### config.mk
export PLATFORM = sky130hd
export DESIGN_NAME = flash_prefetch
export DESIGN_NICKNAME = d
export VERILOG_FILES = /design/src/rtl/fpa_pkg.sv /design/src/rtl/fpa_line_buf.sv /design/src/rtl/fpa_fetch_eng.sv /design/src/rtl/fpa_slice.sv /design/src/rtl/flash_prefetch.sv
export SDC_FILE = /design/constraint.sdc
export NUM_CORES = 1
export LEC_CHECK = 0
export ABC_AREA = 1
export CAP_MARGIN = 5
export CORE_ASPECT_RATIO = 1.2
export CORE_MARGIN = 2
export CORE_UTILIZATION = 50
export CTS_CLUSTER_DIAMETER = 200
export DETAILED_ROUTE_END_ITERATION = 8
export DONT_BUFFER_PORTS = 1
export HOLD_SLACK_MARGIN = 0.03
export PLACE_DENSITY = 0.79
export SLEW_MARGIN = 15
export SYNTH_ARGS = -nofsm -noshare
export SYNTH_HDL_FRONTEND = slang
export SYNTH_SLANG_ARGS = --single-unit
### constraint.sdc
create_clock -name clk -period 2.02 [get_ports clk]
set_input_delay 0.202 -clock clk [delete_from_list [all_inputs] [get_ports clk]]
set_output_delay 0.202 -clock clk [all_outputs]
set_load 0.01 [all_outputs]
### src/rtl/fpa_pkg.sv
package fpa_pkg;
  typedef enum logic [1:0] {
    SZ_BYTE = 2'd0,
    SZ_HALF = 2'd1,
    SZ_WORD = 2'd2,
    SZ_BAD  = 2'd3
  } fpa_size_e;

  localparam int LINE_W = 128;
endpackage

### src/rtl/fpa_line_buf.sv
module fpa_line_buf #(
  parameter int TAG_W  = 7,
  parameter int LINE_W = 128
) (
  input  logic              clk,
  input  logic              rst_n,
  input  logic              clr,
  input  logic              load,
  input  logic [TAG_W-1:0]  load_tag,
  input  logic [LINE_W-1:0] load_data,
  output logic              vld,
  output logic [TAG_W-1:0]  tag,
  output logic [LINE_W-1:0] data
);
  logic             vld_d;
  logic [TAG_W-1:0] tag_d;

  always_comb begin
    vld_d = vld;
    tag_d = tag;
    if (load) begin
      vld_d = 1'b1;
      tag_d = load_tag;
    end else if (clr) begin
      vld_d = 1'b0;
    end
  end

  always_ff @(posedge clk or negedge rst_n) begin
    if (!rst_n) begin
      vld <= 1'b0;
      tag <= '0;
    end else begin
      vld <= vld_d;
      tag <= tag_d;
    end
  end

  always_ff @(posedge clk) begin
    if (load) data <= load_data;
  end
endmodule

### src/rtl/fpa_fetch_eng.sv
module fpa_fetch_eng #(
  parameter int WS_W  = 4,
  parameter int TAG_W = 7
) (
  input  logic             clk,
  input  logic             rst_n,
  input  logic             start,
  input  logic             abort,
  input  logic [TAG_W-1:0] start_line,
  input  logic [WS_W-1:0]  ws,
  output logic             busy,
  output logic [TAG_W-1:0] line,
  output logic             done
);
  logic             busy_d;
  logic [WS_W-1:0]  cnt_q, cnt_d;
  logic [TAG_W-1:0] line_d;

  assign done = busy && (cnt_q == '0);

  always_comb begin
    busy_d = busy;
    cnt_d  = cnt_q;
    line_d = line;
    if (abort) begin
      busy_d = 1'b0;
    end else if (start) begin
      busy_d = 1'b1;
      cnt_d  = ws;
      line_d = start_line;
    end else if (done) begin
      busy_d = 1'b0;
    end else if (busy) begin
      cnt_d = cnt_q - 1'b1;
    end
  end

  always_ff @(posedge clk or negedge rst_n) begin
    if (!rst_n) begin
      busy  <= 1'b0;
      cnt_q <= '0;
      line  <= '0;
    end else begin
      busy  <= busy_d;
      cnt_q <= cnt_d;
      line  <= line_d;
    end
  end
endmodule

### src/rtl/fpa_slice.sv
module fpa_slice
  import fpa_pkg::*;
(
  input  logic [LINE_W-1:0] line_data,
  input  logic [3:0]        off,
  input  fpa_size_e         size,
  output logic [31:0]       rdata
);
  logic [LINE_W-1:0] shifted;

  always_comb begin
    shifted = line_data >> {off, 3'b000};
    unique case (size)
      SZ_BYTE: rdata = {24'b0, shifted[7:0]};
      SZ_HALF: rdata = {16'b0, shifted[15:0]};
      SZ_WORD: rdata = shifted[31:0];
      default: rdata = '0;
    endcase
  end
endmodule

### src/rtl/flash_prefetch.sv
module flash_prefetch
  import fpa_pkg::*;
#(
  parameter int ADDR_W   = 32,
  parameter int FLASH_AW = 10,
  parameter int WS_W     = 4
) (
  input  logic                  clk,
  input  logic                  rst_n,
  input  logic [WS_W-1:0]       cfg_ws,
  input  logic                  cfg_narrow,
  input  logic                  cpu_req,
  input  logic [ADDR_W-1:0]     cpu_addr,
  input  logic [1:0]            cpu_size,
  output logic                  cpu_ready,
  output logic                  cpu_err,
  output logic [31:0]           cpu_rdata,
  output logic                  fl_rd,
  output logic [FLASH_AW-4:0]   fl_line,
  input  logic [LINE_W-1:0]     fl_data
);
  localparam int TAG_W = FLASH_AW - 3;
  localparam int NBUF  = 2;

  // reset: asserted asynchronously, released on the clock
  logic [1:0] rsync_q;
  logic       srst_n;
  always_ff @(posedge clk or negedge rst_n) begin
    if (!rst_n) rsync_q <= 2'b00;
    else        rsync_q <= {rsync_q[0], 1'b1};
  end
  assign srst_n = rsync_q[1];

  // registered configuration, used to detect a change
  logic [WS_W-1:0] ws_q;
  logic            nar_q;
  logic            cfg_chg;
  always_ff @(posedge clk or negedge srst_n) begin
    if (!srst_n) begin
      ws_q  <= '0;
      nar_q <= 1'b0;
    end else begin
      ws_q  <= cfg_ws;
      nar_q <= cfg_narrow;
    end
  end
  assign cfg_chg = (cfg_ws != ws_q) || (cfg_narrow != nar_q);

  fpa_size_e        size;
  logic [TAG_W-1:0] req_tag, step, next_tag;
  logic [3:0]       off;
  logic             unal, go, hit, hit_idx, other, have_next;
  logic             demand, pf, start, tgt_d, tgt_q;
  logic [TAG_W-1:0] start_line;
  logic             eng_busy, eng_done;
  logic [TAG_W-1:0] eng_line;
  logic [LINE_W-1:0] load_data;

  logic [NBUF-1:0]   buf_vld, hit_v, buf_clr, buf_load;
  logic [TAG_W-1:0]  buf_tag  [NBUF];
  logic [LINE_W-1:0] buf_data [NBUF];

  assign size    = fpa_size_e'(cpu_size);
  assign req_tag = cfg_narrow ? cpu_addr[FLASH_AW-1:3] : {cpu_addr[FLASH_AW-1:4], 1'b0};
  assign off     = cfg_narrow ? {1'b0, cpu_addr[2:0]} : cpu_addr[3:0];
  assign step    = cfg_narrow ? TAG_W'(1) : TAG_W'(2);
  assign unal    = (size == SZ_HALF && cpu_addr[0]) ||
                   (size == SZ_WORD && cpu_addr[1:0] != 2'b00) ||
                   (size == SZ_BAD);

  genvar gi;
  generate
    for (gi = 0; gi < NBUF; gi++) begin : g_buf
      assign hit_v[gi]    = buf_vld[gi] && (buf_tag[gi] == req_tag) && !cfg_chg;
      assign buf_clr[gi]  = cfg_chg || demand || (pf && (other == gi[0]));
      assign buf_load[gi] = eng_done && (tgt_q == gi[0]) && !cfg_chg && !demand;
      fpa_line_buf #(.TAG_W(TAG_W), .LINE_W(LINE_W)) buf_i (
        .clk       (clk),
        .rst_n     (srst_n),
        .clr       (buf_clr[gi]),
        .load      (buf_load[gi]),
        .load_tag  (eng_line),
        .load_data (load_data),
        .vld       (buf_vld[gi]),
        .tag       (buf_tag[gi]),
        .data      (buf_data[gi])
      );
    end
  endgenerate

  assign hit       = |hit_v;
  assign hit_idx   = hit_v[1];
  assign other     = ~hit_idx;
  assign next_tag  = buf_tag[hit_idx] + step;
  assign have_next = buf_vld[other] && (buf_tag[other] == next_tag);

  always_comb begin
    go         = cpu_req && !unal && !cfg_chg;
    demand     = go && !hit && !(eng_busy && eng_line == req_tag);
    pf         = go && hit && !eng_busy && !have_next;
    start      = demand || pf;
    start_line = demand ? req_tag : next_tag;
    tgt_d      = demand ? 1'b0 : other;
  end

  always_ff @(posedge clk or negedge srst_n) begin
    if (!srst_n)    tgt_q <= 1'b0;
    else if (start) tgt_q <= tgt_d;
  end

  fpa_fetch_eng #(.WS_W(WS_W), .TAG_W(TAG_W)) eng_i (
    .clk        (clk),
    .rst_n      (srst_n),
    .start      (start),
    .abort      (cfg_chg),
    .start_line (start_line),
    .ws         (cfg_ws),
    .busy       (eng_busy),
    .line       (eng_line),
    .done       (eng_done)
  );

  assign load_data = cfg_narrow ? {{(LINE_W/2){1'b0}}, fl_data[LINE_W/2-1:0]} : fl_data;

  logic [31:0] slice;
  fpa_slice slice_i (
    .line_data (buf_data[hit_idx]),
    .off       (off),
    .size      (size),
    .rdata     (slice)
  );

  assign cpu_ready = cpu_req && (unal || hit);
  assign cpu_err   = cpu_req && unal;
  assign cpu_rdata = (cpu_req && !unal && hit) ? slice : 32'b0;
  assign fl_rd     = eng_busy;
  assign fl_line   = eng_line;
endmodule

==> run_results.csv, run 1 <==
group,metric,value,unit
critical_path,crit_fanout,37,
sta,fmax,291,MHz
power_and_ir_drop,total_power,13.3,mW
placement,hpwlAfterDp,35400,µm
synthesis,yosys.area_share.simple,22.2,%
run_status,status,"finished, violations left",
detailed_routing,wl,55700,µm
synthesis,synth_compound_area_share,13.0,%
clock_tree,cts.path.max_buffers,3,
critical_path,critPathArrivalTime,3.24,ns
critical_path,cp-start-kind,"register",
detailed_routing,dr.pass1.iters,8,
sta,skew,0.0110,ns
synthesis,postSynthAreaPerCell,8.52,µm²
placement,place_congestion,0.959,
power_and_ir_drop,leakage,9.28,nW
critical_path,critPathSlowestCell,"dfrtp_1",
finish,final_net_count,2387,
sta,tightest_slew,0.487,ns
power_and_ir_drop,clkPwrFrac,37.6,%
critical_path,cp_cell_sequence,"xnor2_1 -> nand2_1 -> nor2_4 -> buf_8 -> nand3_4 -> buf_8 -> buf_12 -> or2_2 -> o21ai_2 -> o21ai_2 -> o22ai_1 -> inv_1 -> a21oi_2 -> nor2_1 -> buf_4",
power_and_ir_drop,internal_power,10.1,mW
clock_tree,cts_root_buffer,"clkbuf_16",
synthesis,synth.distinct_cells,46,
finish,syn2layout_area_growth,40.7,%
power_and_ir_drop,seqPwrFrac,50.3,%
power_and_ir_drop,switching_share,24.0,%
critical_path,crit_start,"ws_q[2]$_DFF_PN0_",
detailed_routing,wl_per_cell,21.1,µm
sta,relSlewSlack,67.2,%
sta,fin_ws,-1.42,ns
placement,io_buffers,0,
detailed_routing,drt_iter0_markers,1912,
sta,slew_viol_final,0,
grt,track_usage,31.5,%
grt,grt_max_degree,114,
floorplanning,die_height,199,µm
detailed_routing,dr_total_vias,15396,
synthesis,synth.area.mux_share,1.14,%
critical_path,cp_slowest_stage_delay,0.37,ns
grt,antenna_found_initial,1,
floorplanning,num_rows,71,
run_status,violations,"design-rule violations, negative setup slack",
grt,gr-total-overflow,0,
floorplanning,initial_utilization,50.6,%
critical_path,crit_type,"reg -> out",
floorplanning,core,31200,µm²
synthesis,synth_area,15800,µm²
synthesis,synth-edff-count,256,
sta,setup_viol,318,
floorplanning,die_area,33000,µm²
synthesis,async_reset_ff_share,12.3,%
power_and_ir_drop,powerDensity,599,nW/µm²
sta,hold_violations,0,
critical_path,cp_num_buf_inv,5,
placement,preCtsSetupSlack,-1.07,ns
finish,drive_gt1_share,27.5,%
sta,timing.final.crit_period,3.44,ns
hold_path,min_from,"cpu_addr[5]",
detailed_routing,antenna_left,0,
synthesis,synth_ff_type,"edfxtp_1",
clock_tree,clkSinkCount,292,
critical_path,cp_top_family,"simple AND/OR/NAND/NOR gates",
power_and_ir_drop,vdd_ir_drop_max,0.000824,V
clock_tree,clk-insertion-delay-late,0.56,ns
placement,dp.cells,2374,
finish,mostFrequentLayoutCells,"359 x nand2_1, 276 x nor2_1, 256 x edfxtp_1",
grt,grt_pass1_vias,14641,
critical_path,endpoint_kind,"output port",
critical_path,crit_required,1.82,ns
hold_path,hold_class,"in -> reg",
detailed_routing,drc,1,
synthesis,ys_seq_area_share,54.4,%
synthesis,synth_nets,2028,
power_and_ir_drop,p_switching,3.19,mW
floorplanning,ios,212,
synthesis,syn_inst,1853,
clock_tree,clk_pin_slew,0.06,ns
grt,grt_first_pass_wirelength,80400,µm
synthesis,synth_top_family_by_area,"simple AND/OR/NAND/NOR gates",
detailed_routing,routed_via_density,5.84,
sta,rsz0062_at_grt,"true",
synthesis,synth_fa_ha_area_share,0.444,%
clock_tree,cts_inserted_buffers,28,
synthesis,synth-seq-cells,292,
sta,timing.final.crit_share,170,%
synthesis,synth_xor_xnor_area_share,0.943,%
floorplanning,die_w,166,µm
finish,instances_no_fill,2635,
power_and_ir_drop,share_comb_of_total_power,12.1,%
finish,layout_commonest_cell,"nand2_1",
synthesis,ys_warn_count,0,
critical_path,rr_startpoint,"ws_q[2]$_DFF_PN0_",
clock_tree,cts_tree,"yes",
flow_run,maxCapViolCount,0,
clock_tree,ctsHtreeMaxLevel,1,
## sequential cells by signal, indices dropped and copies added, names as in the netlist
signal            flops
eng_i.line            7
tgt_q                 1
ws_q                  4
g_buf.buf_i.data    256
nar_q                 1
rsync_q               2
eng_i.cnt_q           4
g_buf.buf_i.vld       2
eng_i.busy            1
g_buf.buf_i.tag      14
## per-layer routing
layer	track usage [%]	wire (µm)	share of wire [%]	vias to the layer above
li1	-	-	-	6892
met1	37.0	19600	35	7241
met2	53.9	26700	48	1007
met3	6.63	5710	10	256
met4	17.8	3700	6.6	0
met5	0	0	0	-
## power groups by stage
stage | Clock, mW | Sequential [mW] | Combinational [mW]
2_1_floorplan | 0 | 6.83 | 0.744
3_3_place_gp | 0 | 6.81 | 1.14
3_5_place_dp | 0 | 6.81 | 1.16
4_1_cts | 5.01 | 6.68 | 1.50
5_1_grt | 5.25 | 6.69 | 1.73
6_report | 5.00 | 6.69 | 1.61
## timing repair
item                                    CTS  global route
resized for setup                       178           235
cloned                                    9             8
setup buffers                            32            32
endpoints found under the setup margin  318           318
hold endpoints to repair                269             0
hold buffers                            138             0
pin swaps                                30            75
## worst paths after layout
| kind | end | slack [ns] | cells past startpoint |
|---|---|---|---|
| max | cpu_rdata[1] | -1.42 | 15 |
| min | eng_i.line[2]$_DFFE_PN0P_ | 0.07 | 5 |
| max reg2reg | eng_i.cnt_q[2]$_DFFE_PN0P_ | -1.31 | 22 |
| min reg2reg | g_buf[0].buf_i.tag[5]$_DFFE_PN0P_ | 0.28 | 1 |
| max in group asynchronous | eng_i.cnt_q[1]$_DFFE_PN0P_ | 1.42 | 1 |
| min in group asynchronous | g_buf[0].buf_i.tag[5]$_DFFE_PN0P_ | 0.28 | 1 |
## cells by family (layout without fill, tap and decap cells)
| logic type | after synthesis | in the layout |
|---|---|---|
| muxes | 18 | 18 |
| and+or+nand+nor | 861 | 862 |
| adders and majority gates | 5 | 5 |
| xor gates and xnor gates | 17 | 17 |
| AOI/OAI and AO/OA | 362 | 362 |
| buffers and inverters | 297 | 676 |
| DFF | 292 | 292 |
| other | 1 | 2 |
## per-stage QoR
step                hold slack, ns  setup TNS [ns]  utilization [%]  cell area, µm²
floorplan                  -0.0936         -317.31                -           16000
global placement           -0.0935         -219.03             57.3           17900
detailed placement         -0.0935         -236.54             57.3           17900
CTS                         0.0482         -251.94             67.9           21200
global route                0.0696         -290.24             71.2           22200
finish                      0.0663         -255.92             71.2           22200
## cell type report
class | instances | area, µm²
Tap cell | 401 | 502
Fill cell | 2107 | 8970
Sequential cell | 292 | 8590
Inverter | 192 | 742
Multi-Input combinational cell | 1265 | 7010
Antenna cell | 1 | 2.50
Clock inverter | 13 | 86.3
Timing Repair Buffer | 433 | 4520
Clock buffer | 38 | 759
## worst reg2reg max path: stages (launching register included)
cell and delay (ns):
dfrtp_1 0.37, xnor2_1 0.19, nand2_1 0.15, nor2_4 0.16
buf_4 0.14, buf_6 0.09, nand3_4 0.08, o21ai_2 0.13
ha_2 0.21, inv_2 0.05, fa_2 0.56, inv_2 0.05
nand3_2 0.07, nand2_1 0.06, nor2_1 0.09, nand2_1 0.07
nor2_2 0.11, nand3_2 0.11, nand2_4 0.17, buf_6 0.13
nand3_1 0.07, nand3_1 0.10, nand2_1 0.06
## Yosys cell counts (8+ instances only)
cell      count  area share, %
edfxtp_1    256             49
o21ai_1      72            2.3
clkbuf_1     63            1.5
o22ai_1      28            1.1
o21ai_0     120            3.8
a21oi_1      71            2.3
o21a_1       24            1.1
inv_2        11           0.26
nor3_1       10           0.32
buf_4         8           0.38
nand3_1      46            1.5
inv_1       181            4.3
nor2_1      346            8.2
xnor2_1      10           0.55
o211ai_1     10           0.48
buf_6        10           0.71
o221ai_1     21            1.2
buf_1         9           0.21
nand2_1     405            9.6
nand4_1       9           0.36
or2_2        10           0.40
buf_2        15           0.48
mux2i_1      18            1.1
dfrtp_1      36            5.7
Power figures use the tool's default switching activity.
==> inputs of run 2 (changes only) <==
--- a/config.mk
+++ b/config.mk
@@ -7,14 +7,17 @@
 export LEC_CHECK = 0
 export ABC_AREA = 1
 export CAP_MARGIN = 5
+export CELL_PAD_IN_SITES_DETAIL_PLACEMENT = 1
+export CELL_PAD_IN_SITES_GLOBAL_PLACEMENT = 2
 export CORE_ASPECT_RATIO = 1.2
 export CORE_MARGIN = 2
-export CORE_UTILIZATION = 50
+export CORE_UTILIZATION = 35
 export CTS_CLUSTER_DIAMETER = 200
 export DETAILED_ROUTE_END_ITERATION = 8
 export DONT_BUFFER_PORTS = 1
 export HOLD_SLACK_MARGIN = 0.03
-export PLACE_DENSITY = 0.79
+export PLACE_DENSITY = 0.87
+export SKIP_LAST_GASP = 1
 export SLEW_MARGIN = 15
 export SYNTH_ARGS = -nofsm -noshare
 export SYNTH_HDL_FRONTEND = slang
==> run 2 against run 1 <==
Against the previous run: worst setup slack worse by 0.10 ns; register-to-register slack improved by 0.06 ns; worst hold slack better by 0.044 ns; via count fell by 1.5%; sequential share of layout area decreased by 1.4 points; maximum frequency shrank 2.9%; the flow finishes with violations (negative setup slack); critical path type unchanged; highest routed layer unchanged.
==> run_results.csv, run 2 (synthesis gave the netlist of run 1 again) <==
group,metric,value,unit
finish,fillers,5050,
grt,grt_first_pass_wirelength,93700,µm
grt,grt_busiest_layer,"met2",
sta,timing.final.crit_share,176,%
detailed_routing,drt_iter0_markers,980,
hold_path,hold_class,"in -> reg",
clock_tree,clkSinkCount,292,
floorplanning,die_area,46800,µm²
detailed_routing,drc,0,
floorplanning,ios,212,
critical_path,crit_type,"reg -> out",
critical_path,endpoint_kind,"output port",
grt,antenna_found_initial,0,
sta,hold_ws,0.111,ns
finish,utilization,51.6,%
placement,place_congestion,0.890,
run_status,violations,"negative setup slack",
finish,largest_reg_flops,256,
sta,fmax,282,MHz
finish,final_net_count,2438,
finish,regMostFlops,"g_buf.buf_i.data",
placement,dp.cells,2578,
clock_tree,cts_root_buffer,"clkbuf_16",
grt,grt_max_degree,114,
clock_tree,cts.path.max_buffers,3,
grt,grt_pass1_vias,15809,
detailed_routing,routed_via_density,5.32,
detailed_routing,antenna_left,0,
floorplanning,die_height,237,µm
critical_path,cp_num_buf_inv,5,
finish,drive_gt1_share,30.4,%
sta,skew,0.0140,ns
grt,gr-usage-met1,31.1,%
critical_path,cp-start-kind,"register",
floorplanning,core,44700,µm²
clock_tree,cts_tree,"yes",
detailed_routing,dr.pass1.iters,5,
sta,setup_viol,318,
finish,mostFrequentLayoutCells,"362 x nand2_1, 258 x nor2_1, 256 x edfxtp_1, 256 x buf_4, 171 x inv_1",
detailed_routing,wl_per_cell,23.0,µm
sta,fin_ws,-1.53,ns
finish,instances_no_fill,2850,
grt,use_met2,47.4,%
critical_path,critPathSlowestCell,"dfrtp_1",
finish,seq_area,8590,µm²
power_and_ir_drop,total_power,14.0,mW
run_status,status,"finished, violations left",
floorplanning,initial_utilization,35.3,%
clock_tree,ctsHtreeMaxLevel,1,
power_and_ir_drop,powerDensity,607,nW/µm²
critical_path,critPathArrivalTime,3.34,ns
sta,rsz0062_at_grt,"true",
sta,hold_violations,0,
placement,hpwlAfterDp,42800,µm
clock_tree,clk-insertion-delay-late,0.58,ns
clock_tree,cts_inserted_buffers,30,
floorplanning,die_w,198,µm
power_and_ir_drop,leakage,9.61,nW
floorplanning,num_rows,85,
critical_path,cp_cell_sequence,"xor2_2 -> buf_4 -> nor3_2 -> nand3_4 -> clkinv_8 -> clkbuf_16 -> buf_6 -> o21ai_1 -> o21ai_0 -> nand2_1 -> a21oi_1 -> o21ai_1 -> nor2_2 -> buf_4",
detailed_routing,wl,65600,µm
critical_path,cp_slowest_stage_delay,0.41,ns
critical_path,crit_required,1.82,ns
sta,slew_viol_final,0,
finish,insertedDiodeCount,0,
grt,gr-total-overflow,0,
grt,track_usage,26.1,%
placement,io_buffers,0,
clock_tree,clk_pin_slew,0.07,ns
power_and_ir_drop,vdd_ir_drop_max,0.000628,V
flow_run,maxCapViolCount,0,
grt,use_met3,3.30,%
finish,layout_commonest_cell,"nand2_1",
finish,multiInputGateArea,7150,µm²
critical_path,cp_top_family,"compound AO/OA/AOI/OAI gates",
critical_path,crit_fanout,7,
sta,timing.final.crit_period,3.55,ns
finish,syn2layout_area_growth,46.1,%
finish,reg_top3,"g_buf.buf_i.data: 256 flops, g_buf.buf_i.tag: 14 flops, eng_i.line: 7 flops",
detailed_routing,dr_total_vias,15168,
==> run 2: worst paths after layout <==
kind	depth (start not counted)	slack, ns	endpoint	from
setup / recovery	14	-1.53	cpu_rdata[22]	g_buf[1].buf_i.tag[5]$_DFFE_PN0P_
hold / removal	5	0.11	eng_i.line[4]$_DFFE_PN0P_	cpu_addr[7]
setup reg to reg	23	-1.25	eng_i.cnt_q[1]$_DFFE_PN0P_	ws_q[0]$_DFF_PN0_
hold reg to reg	1	0.29	g_buf[0].buf_i.tag[5]$_DFFE_PN0P_	rsync_q[1]$_DFF_PN0_
max in group asynchronous	1	1.38	eng_i.busy$_DFFE_PN0P_	rsync_q[1]$_DFF_PN0_
min in group asynchronous	1	0.29	g_buf[0].buf_i.tag[5]$_DFFE_PN0P_	rsync_q[1]$_DFF_PN0_
==> run 2: what timing repair did <==
action                     in CTS  in global routing
gates resized for setup       138                255
buffers inserted               24                 34
hold buffers                  140                  0
cloned                         10                 13
setup endpoints to repair     318                318
pin swaps                      31                115
hold endpoints to repair      271                  0
==> run 2: cell type report <==
type                       count  share of cell area (%)
sequential                   292                    37.2
multi-input combinational   1266                    31.0
timing repair buffer         481                    21.3
clock buffer                  33                    3.40
inverter                     192                    3.22
tap                          565                    3.07
clock inverter                21                   0.809
==> run 2: worst reg2reg max path: stages, from the launching register on <==
cell	delay, ns
dfrtp_1	0.38
xnor2_1	0.17
nand3_2	0.13
nor2_4	0.16
buf_6	0.13
nand3_4	0.10
buf_6	0.14
nand2_1	0.08
o21ai_2	0.08
buf_4	0.13
ha_1	0.26
a21oi_1	0.17
inv_1	0.09
nand3_2	0.10
nand2_1	0.06
nand2_1	0.07
nand3_1	0.10
nor2_2	0.15
nand3_4	0.12
nand2_8	0.16
buf_6	0.14
nand3_1	0.07
nand3_1	0.11
nand2_1	0.06
==> run 2: stage by stage <==
step,worst slack (ns),TNS [ns],cell area (µm²)
after floorplan,-1.83,-317.31,16000
after global placement,-1.06,-187.93,18400
after detailed placement,-1.23,-192.82,18400
after CTS,-1.43,-224.87,21700
after global routing,-1.62,-306.86,23100
final,-1.53,-275.69,23100
==> run 2: report_power, final <==
group / internal, mW / total [mW] / switching [mW]
sequential: 6.62 / 6.67 / 0.0472
combinational: 0.773 / 1.70 / 0.923
clock: 3.16 / 5.64 / 2.47
total: 10.6 / 14.0 / 3.44
==> run 2: routing by layer <==
layer | up-vias | share of wire (%)
li1 | 6984 | -
met1 | 7606 | 39
met2 | 434 | 52
met3 | 144 | 4.4
met4 | 0 | 4.2
met5 | - | 0
